**config.mk**
```make
export PLATFORM = sky130hd
export DESIGN_NAME = multi_debounce
export DESIGN_NICKNAME = d
export VERILOG_FILES = /design/src/rtl/dbn_pkg.sv /design/src/rtl/dbn_sync.sv /design/src/rtl/dbn_mode_ctl.sv /design/src/rtl/dbn_channel.sv /design/src/rtl/multi_debounce.sv
export SDC_FILE = /design/constraint.sdc
export NUM_CORES = 1
export LEC_CHECK = 0
export BUFFER_PORTS_ARGS = -buffer_cell sky130_fd_sc_hd__clkbuf_2
export CORE_MARGIN = 5
export CORE_UTILIZATION = 56
export DETAILED_ROUTE_END_ITERATION = 7
export PLACE_DENSITY = 0.76
export SETUP_SLACK_MARGIN = 0.1
export SLEW_MARGIN = 20
export SYNTH_ARGS = -nofsm -noshare
export SYNTH_HDL_FRONTEND = slang
export SYNTH_SLANG_ARGS = --single-unit
export TNS_END_PERCENT = 5
```
**constraint.sdc**
```tcl
create_clock -name clk -period 3.4 [get_ports clk]
set_clock_uncertainty 0.1 [all_clocks]
set_input_delay 0.51 -clock clk [delete_from_list [all_inputs] [get_ports clk]]
set_output_delay 0.51 -clock clk [all_outputs]
set_load 0.01 [all_outputs]
```
**src/rtl/dbn_pkg.sv**
```systemverilog
package dbn_pkg;

  // Select code values; bit 1 and bit 0 are decoded together.
  localparam logic [1:0] SEL_LONG   = 2'b11;
  localparam logic [1:0] SEL_SHORT  = 2'b10;
  localparam logic [1:0] SEL_BYPASS = 2'b01;
  localparam logic [1:0] SEL_RSVD   = 2'b00;

  typedef enum logic [1:0] {
    MODE_BYPASS = 2'd0,
    MODE_SHORT  = 2'd1,
    MODE_LONG   = 2'd2
  } dbn_mode_e;

  // Reserved code falls back to the long window.
  function automatic dbn_mode_e decode_sel(input logic [1:0] code);
    dbn_mode_e m;
    case (code)
      SEL_SHORT:  m = MODE_SHORT;
      SEL_BYPASS: m = MODE_BYPASS;
      default:    m = MODE_LONG;
    endcase
    return m;
  endfunction

endpackage

```
**src/rtl/dbn_sync.sv**
```systemverilog
module dbn_sync #(
  parameter int WIDTH  = 8,
  parameter int STAGES = 2
) (
  input  logic             clk,
  input  logic             rst_n,
  input  logic [WIDTH-1:0] din,
  output logic [WIDTH-1:0] dout
);

  logic [STAGES-1:0][WIDTH-1:0] stage_q;
  logic [STAGES-1:0][WIDTH-1:0] stage_d;

  for (genvar g = 0; g < STAGES; g++) begin : g_stage
    if (g == 0) begin : g_first
      assign stage_d[g] = din;
    end else begin : g_next
      assign stage_d[g] = stage_q[g-1];
    end
  end

  always_ff @(posedge clk or negedge rst_n) begin
    if (!rst_n) begin
      stage_q <= '0;
    end else begin
      stage_q <= stage_d;
    end
  end

  assign dout = stage_q[STAGES-1];

endmodule

```
**src/rtl/dbn_mode_ctl.sv**
```systemverilog
module dbn_mode_ctl
  import dbn_pkg::*;
#(
  parameter int SHORT_TICKS = 1,
  parameter int LONG_TICKS  = 3,
  localparam int CNT_W      = $clog2(LONG_TICKS + 1)
) (
  input  logic             clk,
  input  logic             rst_n,
  input  logic             tick_1ms,
  input  logic [1:0]       sel,
  output logic             eff_bypass,
  output logic [CNT_W-1:0] eff_limit
);

  dbn_mode_e active_q;
  dbn_mode_e active_d;

  // The code is sampled on tick cycles and governs that same tick.
  always_comb begin
    active_d = active_q;
    if (tick_1ms) begin
      active_d = decode_sel(sel);
    end
  end

  always_ff @(posedge clk or negedge rst_n) begin
    if (!rst_n) begin
      active_q <= MODE_LONG;
    end else begin
      active_q <= active_d;
    end
  end

  always_comb begin
    eff_bypass = (active_d == MODE_BYPASS);
    if (active_d == MODE_SHORT) begin
      eff_limit = CNT_W'(SHORT_TICKS);
    end else begin
      eff_limit = CNT_W'(LONG_TICKS);
    end
  end

endmodule

```
**src/rtl/dbn_channel.sv**
```systemverilog
module dbn_channel #(
  parameter int CNT_W = 2
) (
  input  logic             clk,
  input  logic             rst_n,
  input  logic             tick_1ms,
  input  logic             bypass,
  input  logic [CNT_W-1:0] limit,
  input  logic             sync_in,
  output logic             clean
);

  logic [CNT_W-1:0] cnt_q, cnt_d;
  logic             out_q, out_d;
  logic [CNT_W:0]   cnt_inc;

  assign cnt_inc = {1'b0, cnt_q} + 1'b1;

  always_comb begin
    cnt_d = cnt_q;
    out_d = out_q;
    if (bypass) begin
      out_d = sync_in;
      cnt_d = '0;
    end else if (sync_in == out_q) begin
      cnt_d = '0;
    end else if (tick_1ms) begin
      if (cnt_inc >= {1'b0, limit}) begin
        out_d = sync_in;
        cnt_d = '0;
      end else begin
        cnt_d = cnt_inc[CNT_W-1:0];
      end
    end
  end

  always_ff @(posedge clk or negedge rst_n) begin
    if (!rst_n) begin
      cnt_q <= '0;
      out_q <= 1'b0;
    end else begin
      cnt_q <= cnt_d;
      out_q <= out_d;
    end
  end

  assign clean = out_q;

endmodule

```
**src/rtl/multi_debounce.sv**
```systemverilog
module multi_debounce #(
  parameter int CHANNELS    = 8,
  parameter int SYNC_STAGES = 2,
  parameter int SHORT_TICKS = 1,
  parameter int LONG_TICKS  = 3
) (
  input  logic                clk,
  input  logic                rst_n,
  input  logic                tick_1ms,
  input  logic [1:0]          sel,
  input  logic [CHANNELS-1:0] raw_in,
  output logic [CHANNELS-1:0] clean_out
);

  localparam int CNT_W = $clog2(LONG_TICKS + 1);

  logic [CHANNELS-1:0] sync_lvl;
  logic                eff_bypass;
  logic [CNT_W-1:0]    eff_limit;

  dbn_sync #(
    .WIDTH  (CHANNELS),
    .STAGES (SYNC_STAGES)
  ) u_sync (
    .clk   (clk),
    .rst_n (rst_n),
    .din   (raw_in),
    .dout  (sync_lvl)
  );

  dbn_mode_ctl #(
    .SHORT_TICKS (SHORT_TICKS),
    .LONG_TICKS  (LONG_TICKS)
  ) u_mode (
    .clk        (clk),
    .rst_n      (rst_n),
    .tick_1ms   (tick_1ms),
    .sel        (sel),
    .eff_bypass (eff_bypass),
    .eff_limit  (eff_limit)
  );

  for (genvar c = 0; c < CHANNELS; c++) begin : g_chan
    dbn_channel #(
      .CNT_W (CNT_W)
    ) u_chan (
      .clk      (clk),
      .rst_n    (rst_n),
      .tick_1ms (tick_1ms),
      .bypass   (eff_bypass),
      .limit    (eff_limit),
      .sync_in  (sync_lvl[c]),
      .clean    (clean_out[c])
    );
  end

endmodule

```
=== Word level (Yosys, flattened, before mapping) ===
Cells that the tools add are included.

* Word-level logic and storage cells: 147
* Bits in registers: 42
* Input port bits: 13

* Order comparisons: 8
* Equality and inequality tests: 19
* Multiplexer cells: 67
* Reduce and logical (&&, ||, !) cells: 26
* Add/sub/neg operators: 8

{| class="wikitable"
|+ Operators by type and width
! operator !! count
|-
| 2-bit 2-to-1 mux || 34
|-
| 1-bit 2-to-1 mux || 32
|-
| 2-bit by 1-bit adder with 3-bit output, second input constant || 8
|-
| 3-bit by 2-bit >= comparator with 1-bit output || 8
|-
| 3-bit AND reduction || 8
|-
| 3-bit nonzero test || 8
|-
| 2-bit nonzero test || 9
|-
| 2-bit != test, second input constant || 8
|-
| 1-bit == test || 8
|-
| 2-bit by 1-bit == test with 1-bit output, second input constant || 2
|-
| 2-bit case mux with 2 select lines || 1
|-
| 2-bit == test, second input constant || 1
|-
| 2-bit logical NOT || 1
|}

=== Logic depth before layout (Yosys ltp) ===
Gate-level depths: netlist of the first run.

* Depth after elaboration: 10
* Depth in mapped cells: 8
* Mapped depth without buffers: 8

=== Cells and area by module ===
A second synthesis of the first run with hierarchy kept.

* Cell total of the unflattened synthesis: 222
* Area, all modules: 2322.2 um2

{| class="wikitable"
|+ Modules (own cells, without submodules)
! module !! sequential area each (um2) !! instances !! cells each !! area an instance (um2)
|-
| dbn_channel || 75.1 || 8 || 24 || 224.0
|-
| dbn_sync || 400.4 || 1 || 16 || 400.4
|-
| dbn_mode_ctl || 51.3 || 1 || 14 || 130.1
|}

=== Least setup slack after synthesis of the first run ===
Ideal clock, no wire load.

* Path kind: input port to flip-flop
* Start point: input port sel[0]
* End point: register g_chan[2].u_chan.out_q
* Stages: 8
* Path buffers: 0
* Arrival: 2714 ps
* Data required time: 3175 ps
* Path slack: 461 ps
* Cell sequence: inv_1 > ha_1 > mux2_2 > nand2b_1 > fa_1 > o31ai_1 > a211o_2 > mux2_4

* Longest elaborated chain between the ends: 8
* Elaborated cells between the ends (all ways): 13
* Classes of those cells: 1 x order compare; 4 x eq/ne; 4 x mux; 4 x reduce/logical

{| class="wikitable"
|+ RTL lines
! element !! line !! RTL
|-
| from (decl) || multi_debounce.sv:10 || <nowiki>input logic [1:0] sel,</nowiki>
|-
| 2-bit by 1-bit == test with 1-bit output / 2-bit == test (equally long branches) || dbn_pkg.sv:18 || <nowiki>case (code)</nowiki>
|-
| 2-bit case mux with 2 select lines (*) || dbn_pkg.sv:18 ||
|-
| 2-bit 2-to-1 mux (*) || dbn_mode_ctl.sv:22 || <nowiki>if (tick_1ms) begin</nowiki>
|-
| named net u_mode.active_d[1] || dbn_mode_ctl.sv:17 || <nowiki>dbn_mode_e active_d;</nowiki>
|-
| 2-bit by 1-bit == test with 1-bit output || dbn_mode_ctl.sv:37 || <nowiki>if (active_d == MODE_SHORT) begin</nowiki>
|-
| 2-bit 2-to-1 mux || dbn_mode_ctl.sv:37 ||
|-
| 3-bit by 2-bit >= comparator with 1-bit output || dbn_channel.sv:28 || <nowiki>if (cnt_inc >= {1'b0, limit}) begin</nowiki>
|-
| 2-bit nonzero test (no line) || - ||
|-
| 3-bit AND reduction (no line) || - ||
|-
| to (signal assigned) || dbn_channel.sv:43 || <nowiki>out_q <= out_d;</nowiki>
|-
| to (decl) || dbn_channel.sv:14 || <nowiki>logic out_q, out_d;</nowiki>
|}

The timed path passes the listed nets; every way through them passes the cells marked *.
A chain may end at the register's enable or synchronous reset.

=== Worst setup path in the final report of the first run ===
* Start point: input port sel[0]
* End point: register g_chan[5].u_chan.out_q

* Longest elaborated chain between the ends: 8
* Elaborated cells between the ends (all ways): 13
* Classes of those cells: 1 x order compare; 4 x eq/ne; 4 x mux; 4 x reduce/logical

{| class="wikitable"
|+ RTL lines
! element !! line
|-
| 2-bit by 1-bit == test with 1-bit output / 2-bit == test (equally long branches) || dbn_pkg.sv:18
|-
| 2-bit case mux with 2 select lines (*) || dbn_pkg.sv:18
|-
| 2-bit 2-to-1 mux (*) || dbn_mode_ctl.sv:22
|-
| named net u_mode.active_d[1] || dbn_mode_ctl.sv:17
|-
| 2-bit by 1-bit == test with 1-bit output || dbn_mode_ctl.sv:37
|-
| 2-bit 2-to-1 mux || dbn_mode_ctl.sv:37
|-
| 3-bit by 2-bit >= comparator with 1-bit output || dbn_channel.sv:28
|-
| 2-bit nonzero test (no line) || -
|-
| 3-bit AND reduction (no line) || -
|-
| to (signal assigned) || dbn_channel.sv:43
|-
| to (decl) || dbn_channel.sv:14
|}

Marked as above.

==> summary.md, run 1 <==
| Metric | Value |
|---|---|
| Outcome | `complete, no violations` |
| Largest net degree at the start of global routing | `43` |
| Worst reg-to-reg setup slack | `0.72 ns` |
| CTS sink cnt | `42` |
| Die width | `71.8 um` |
| Initial antenna violation count | `0` |
| Post-layout net count | `212` |
| Clock Root Buffer | `clkbuf_8` |
| Vias/cell | `5.36` |
| FF/Latch Area | `1050 um2` |
| Worst Path Required | `3.48 ns` |
| Ys async rst share | `1.00` |
| Starting DRT DRC Count | `36` |
| Flops & latches, synth | `42` |
| Net switching power | `0.529 mW` |
| Top-count cell post-synth | `dfrtp_1` |
| Core Box Area | `3690 um2` |
| Max-slew headroom | `0.390` |
| RR Startpoint | `u_mode.active_q[1]` |
| Hold Path Depth | `1` |
| Post-layout minimum cycle time | `2.93 ns` |
| WL met1 | `1470 um` |
| CP max-delay cell | `fa_1` |
| Clock Latency Late Sink | `0.29 ns` |
| Post-synth EDFFs | `0` |
| Crit path max fanout | `8` |
| Synthesized instance count | `165` |
| Dominant cells by area after synthesis | `dfrtp_1 48%, fa_1 7.5%, xnor2_1 5.3%, ha_1 5.3%, mux2_4 4.2%` |
| DR WL/cell | `14.3 um` |
| Avg Synthesized Cell Area | `13.0 um2` |
| Max_cap viols | `0` |
| Logic pwr share | `0.358` |
| # DRC | `0` |
| TritonCTS clock tree | `yes` |
| Hold path startpoint | `raw_in[5]` |
| Power Density | `691 nW/um2` |
| Hold Vio Cnt, Final | `0` |
| DPL Wire Length | `2440 um` |
| Drt total wl | `3310 um` |
| Crit share post-route | `0.861` |
| Count of final setup violators | `0` |
| Sw Share | `0.331` |
| Post-synthesis sequential area ratio | `0.492` |
| Least-Margin Pin Slew | `0.915 ns` |
| Top Metal Used | `met4` |
| First-pass GRT wire length | `6290 um` |
| Die ar. | `5160 um2` |
| Fin. max-slew vios | `0` |
| Area Overhead vs Synth | `7.89%` |
| CP endpoint kind | `flip-flop` |
| Via count | `1239` |
| Library cells used by synthesis | `32` |
| Top cells by count, synth | `41 x dfrtp_1, 18 x inv_1, 14 x nor3_1, 13 x xnor2_1` |
| RSZ-0062 raised after global routing | `false` |
| Hold WC Path Type | `in2reg` |
| H-tree levels | `2` |
| Pre-antenna DRT Iters | `4` |
| Register share of total power | `0.439` |
| Internal Power | `1.07 mW` |
| Top FF cell, synth | `dfrtp_1` |
| Fmax | `341 MHz` |
| Slowest stage delay, CP | `0.66 ns` |
| Worst path arrival time | `3.01 ns` |
| Fill cell count | `302` |
| GR Util All Layers | `0.159` |
| TritonCTS Buffers | `5` |
| R2r worst-path depth | `6` |
| Routed Antenna Nets | `0` |
| Row cnt | `22` |
| Metal2 WL | `1620 um` |
| Vias in the first global route | `1339` |
| Cell taking the most area after synthesis | `dfrtp_1` |
| Placed cell count | `223` |
| Min-Delay Endpoint | `u_sync.stage_d[13]` |
| Gpl congestion | `0.742` |
| Cell Chain, Critical Path | `clkbuf_2 -> inv_1 -> ha_1 -> mux2_2 -> nand2b_1 -> fa_1 -> o31ai_1 -> a211oi_1 -> mux2_2` |
| Multi-input gate area | `931 um2` |
| Non-filler cells, final | `231` |
| Worst-path clk slew | `0.08 ns` |
| Post_cts resized | `0` |
| Grt ovf | `0` |
| I/O pin cnt | `21` |
| R2r endpoint | `g_chan[7].u_chan.clean` |
| Critical path type | `in2reg` |
| Post-CTS setup buffer count | `0` |
| Top cell type's share of synthesized area | `0.479` |
| Most used cell, CP | `mux2_2` |
| Clock share of power | `0.202` |
| LEAKAGE | `1.06 nW` |
| Number of port buffers | `20` |
| Maximum root-to-sink buffer count | `2` |
| Synthesized Nets | `195` |
| Yosys warning count | `0` |
| Cts hold-fix bufs | `0` |
| Startpoint Class | `input port` |
| VDD IR max | `432 uV` |
| Inserted Diodes | `0` |
| WL met3 | `142 um` |
| Total negative slack | `0 ns` |
| Initial Util | `0.580` |
| Mapped Area | `2140 um2` |
| Share of cells above drive strength 1 | `0.268` |
| Height of the chip | `71.8 um` |
[cells in the final DEF (no fill, tap or decap), types with 7 or more instances in the layout]
| cell type | count |
|---|---|
| clkbuf_2 | 19 |
| dfrtp_1 | 41 |
| fa_1 | 8 |
| ha_1 | 9 |
| inv_1 | 18 |
| mux2i_1 | 7 |
| nor3_1 | 14 |
| o31ai_1 | 7 |
| xnor2_1 | 13 |
[critical path: cells and delay by family]
family	cells	cell delay, ns
buffers and inverters	2	0.10
adders and majority gates	2	0.99
muxes	2	0.65
and+or+nand+nor	1	0.38
AOI/OAI and AO/OA	2	0.37
[final cells by class]
type	count	area share
clock buffer	7	0.0374
inverter	18	0.0293
timing repair buffer	21	0.0466
tap	48	0.0260
sequential	42	0.456
clock inverter	1	0.00217
multi-input combinational	94	0.403
[through the flow]
stage	hold WS, ns	worst slack (ns)	util	cell area [um2]	power, mW
after floorplan	0.114	0.461	-	2140	1.20
after global placement	0.232	0.193	0.601	2220	1.25
after detailed placement	0.236	0.163	0.601	2220	1.29
after CTS	0.207	0.476	0.626	2310	1.62
after global routing	0.201	0.341	0.626	2310	1.74
final	0.219	0.471	0.626	2310	1.59
[sequential cells by signal (all words and copies together), names as in the netlist]
signal and cells:
u_sync.stage_d 8, u_sync.dout 8, u_mode.active_q 2, g_chan.u_chan.cnt_q 16, g_chan.u_chan.clean 8
[power groups by stage]
| stage | combinational, mW | sequential, mW | clock, mW |
|---|---|---|---|
| floorplan | 0.509 | 0.688 | 0 |
| global placement | 0.549 | 0.699 | 0 |
| detailed placement | 0.580 | 0.710 | 0 |
| CTS | 0.583 | 0.701 | 0.335 |
| global route | 0.662 | 0.718 | 0.361 |
| finish | 0.572 | 0.700 | 0.323 |
[routing by layer]
layer | vias up | global-route usage
met3 | 9 | 0.0463
li1 | 595 | -
met5 | - | 0
met2 | 19 | 0.252
met4 | 0 | 0.0689
met1 | 616 | 0.203
[worst max-delay path by stage]
stage	end	start	slack [ns]	cells past startpoint
6_report	g_chan[5].u_chan.clean	sel[0]	0.47	9
5_1_grt	g_chan[5].u_chan.clean	sel[0]	0.34	9
3_3_place_gp	g_chan[5].u_chan.clean	sel[0]	0.19	9
2_1_floorplan	g_chan[2].u_chan.clean	sel[0]	0.46	8
4_1_cts	g_chan[5].u_chan.clean	sel[0]	0.48	9
3_5_place_dp	g_chan[5].u_chan.clean	sel[0]	0.16	9
[logic make-up (layout without fill, tap and decap cells)]
logic type / count (synthesis) / after routing / share of synthesized area
compound gates: 22 / 22 / 0.0847
xor+xnor: 14 / 14 / 0.0573
fa+ha+maj: 17 / 17 / 0.127
buf+inv: 29 / 47 / 0.0736
flops: 42 / 42 / 0.492
mux: 17 / 17 / 0.0959
simple gates: 24 / 24 / 0.0696
Power figures use the tool's default switching activity.
==> run 2: changes to the inputs <==
--- a/config.mk
+++ b/config.mk
@@ -9,6 +9,7 @@
 export CORE_MARGIN = 5
 export CORE_UTILIZATION = 56
 export DETAILED_ROUTE_END_ITERATION = 7
+export GPL_TIMING_DRIVEN = 0
 export PLACE_DENSITY = 0.76
 export SETUP_SLACK_MARGIN = 0.1
 export SLEW_MARGIN = 20
==> summary.md, run 2 (same netlist as run 1, synthesis figures left out) <==
| Metric | Value |
|---|---|
| CP Buf/Inv Count | `2 (unchanged)` |
| Crit path depth | `9 (unchanged)` |
| DR WL/cell | `14.1 um (was 14.3 um)` |
| Clock Root Buffer | `clkbuf_8 (unchanged)` |
| Share of cells above drive strength 1 | `0.292 (was 0.268)` |
| Vias in the first global route | `1401 (was 1339)` |
| Post-CTS setup buffer count | `0 (unchanged)` |
| Die ar. | `5160 um2 (unchanged)` |
| Number of port buffers | `19 (was 20)` |
| Worst path top cell family by delay | `adder cells (unchanged)` |
| TritonCTS clock tree | `yes (unchanged)` |
| Max-slew headroom | `0.394 (was 0.390)` |
| # DRC | `0 (unchanged)` |
| Hold WC Path Type | `in2reg (unchanged)` |
| Fin. max-slew vios | `0 (unchanged)` |
| Post-layout minimum cycle time | `2.94 ns (was 2.93 ns)` |
| Crit path max fanout | `8 (unchanged)` |
| Worst Path Required | `3.48 ns (about the same)` |
| Drt total wl | `3370 um (was 3310 um)` |
| Most frequent cells in the layout | `41 x dfrtp_1, 18 x inv_1, 18 x clkbuf_2, 14 x nor3_1, 13 x xnor2_1 (was 41 x dfrtp_1, 19 x clkbuf_2, 18 x inv_1, 14 x nor3_1, 13 x xnor2_1)` |
| First-pass GRT wire length | `6170 um (was 6290 um)` |
| Slowest stage delay, CP | `0.66 ns (about the same)` |
| Starting DRT DRC Count | `42 (was 36)` |
| Cts hold-fix bufs | `0 (unchanged)` |
| H-tree levels | `2 (unchanged)` |
| Gpl congestion | `0.793 (was 0.742)` |
| Initial antenna violation count | `0 (unchanged)` |
| Fmax | `340 MHz (was 341 MHz)` |
| Count of final setup violators | `0 (unchanged)` |
| Row cnt | `22 (unchanged)` |
| Clock Latency Late Sink | `0.29 ns (about the same)` |
| Hold WS | `0.221 ns (was 0.219 ns)` |
| Post_cts resized | `0 (unchanged)` |
| Most used cell, CP | `mux2_2 (unchanged)` |
| Height of the chip | `71.8 um (unchanged)` |
| Worst path arrival time | `3.02 ns (was 3.01 ns)` |
| Commonest non-fill, non-tap cell in the layout | `dfrtp_1 (unchanged)` |
| TritonCTS Buffers | `5 (unchanged)` |
| Placed cell area | `2300 um2 (was 2220 um2)` |
| Die width | `71.8 um (unchanged)` |
| Core Box Area | `3690 um2 (unchanged)` |
| Max FFs per register | `16 (unchanged)` |
| Initial Util | `0.580 (unchanged)` |
| GR Util All Layers | `0.153 (was 0.159)` |
| RSZ-0062 raised after global routing | `false (unchanged)` |
| Total negative slack | `0 ns (unchanged)` |
| Hold Path Depth | `1 (unchanged)` |
| I/O pin cnt | `21 (unchanged)` |
| Fill cell count | `291 (was 302)` |
| CTS sink cnt | `42 (unchanged)` |
| Largest net degree at the start of global routing | `43 (unchanged)` |
| Cell Chain, Critical Path | `clkbuf_2 -> inv_1 -> ha_1 -> mux2_2 -> nand2b_1 -> fa_1 -> o31ai_1 -> a211oi_1 -> mux2_2 (unchanged)` |
| Grt ovf | `0 (unchanged)` |
| Critical path type | `in2reg (unchanged)` |
| Least-Margin Pin Slew | `0.908 ns (was 0.915 ns)` |
| Power Density | `690 nW/um2 (was 691 nW/um2)` |
| Inserted Diodes | `0 (unchanged)` |
| Finished Cell Area | `2380 um2 (was 2310 um2)` |
| Via count | `1287 (was 1239)` |
| CP endpoint kind | `flip-flop (unchanged)` |
| Startpoint Class | `input port (unchanged)` |
| R2r worst-path depth | `6 (unchanged)` |
| Largest Register | `g_chan.u_chan.cnt_q (unchanged)` |
| Worst-path clk slew | `0.07 ns (was 0.08 ns)` |
| Post-layout net count | `221 (was 212)` |
| Max_cap viols | `0 (unchanged)` |
| DPL Wire Length | `2480 um (was 2440 um)` |
| LEAKAGE | `1.09 nW (was 1.06 nW)` |
| Vias/cell | `5.36 (about the same)` |
| VDD IR max | `345 uV (was 432 uV)` |
| Pre-antenna DRT Iters | `2 (was 4)` |
| Routed Antenna Nets | `0 (unchanged)` |
| Area Overhead vs Synth | `11.0% (was 7.89%)` |
| CP max-delay cell | `fa_1 (unchanged)` |
| Crit share post-route | `0.864 (was 0.861)` |
| Maximum root-to-sink buffer count | `2 (unchanged)` |
| Hold Vio Cnt, Final | `0 (unchanged)` |
| Outcome | `complete, no violations (unchanged)` |
[run 2: path summary, 6_finish.rpt]
path	from	to	slack [ns]
setup / recovery	sel[0]	g_chan[5].u_chan.clean	0.46
hold / removal	raw_in[1]	u_sync.stage_d[9]	0.22
setup reg to reg	u_mode.active_q[1]	g_chan[1].u_chan.clean	0.71
hold reg to reg	u_sync.stage_d[11]	u_sync.dout[3]	0.25
max in group asynchronous	rst_n	g_chan[4].u_chan.clean	2.38
min in group asynchronous	rst_n	u_sync.dout[3]	0.25
[run 2: cell type report]
type	count	area, um2	share of cell area
repair buffers	19	95.1	0.0400
inverters	18	67.6	0.0284
plain buffers	11	90.1	0.0379
well taps	48	60.1	0.0253
clock buffers	8	80.1	0.0337
multi-input cells	94	931	0.392
flip-flops and latches	42	1050	0.443
[run 2: worst reg2reg max path, delay by kind of cell (launching register included)]
family                   cells  cell delay (ns)
adder cells (fa/ha/maj)      1             0.51
AND/OR/NAND/NOR              1             0.43
multiplexers                 2             0.48
flip-flops                   1             0.59
AO/OA/AOI/OAI                2             0.48
[run 2: stage by stage]
step                      setup slack, ns  std cells  total power, mW  utilization
after floorplan                     0.461        165             1.20            -
after detailed placement            0.135        232             1.35        0.622
final                               0.461        240             1.64        0.644
after global placement              0.147        232             1.31        0.622
after CTS                           0.446        240             1.67        0.644
after global routing                0.362        240             1.77        0.644
[run 2: report_power, final]
part | switching (mW) | total, mW | internal, mW
clock | 0.154 | 0.299 | 0.146
combinational | 0.289 | 0.640 | 0.351
sequential | 0.0926 | 0.699 | 0.607
[run 2: per-layer routing]
| metal | track usage | share of wire | up-vias |
|---|---|---|---|
| li1 | - | - | 613 |
| met1 | 0.184 | 0.42 | 650 |
| met2 | 0.261 | 0.52 | 19 |
| met3 | 0.0365 | 0.041 | 5 |
| met4 | 0.0689 | 0.016 | 0 |
| met5 | 0 | 0 | - |
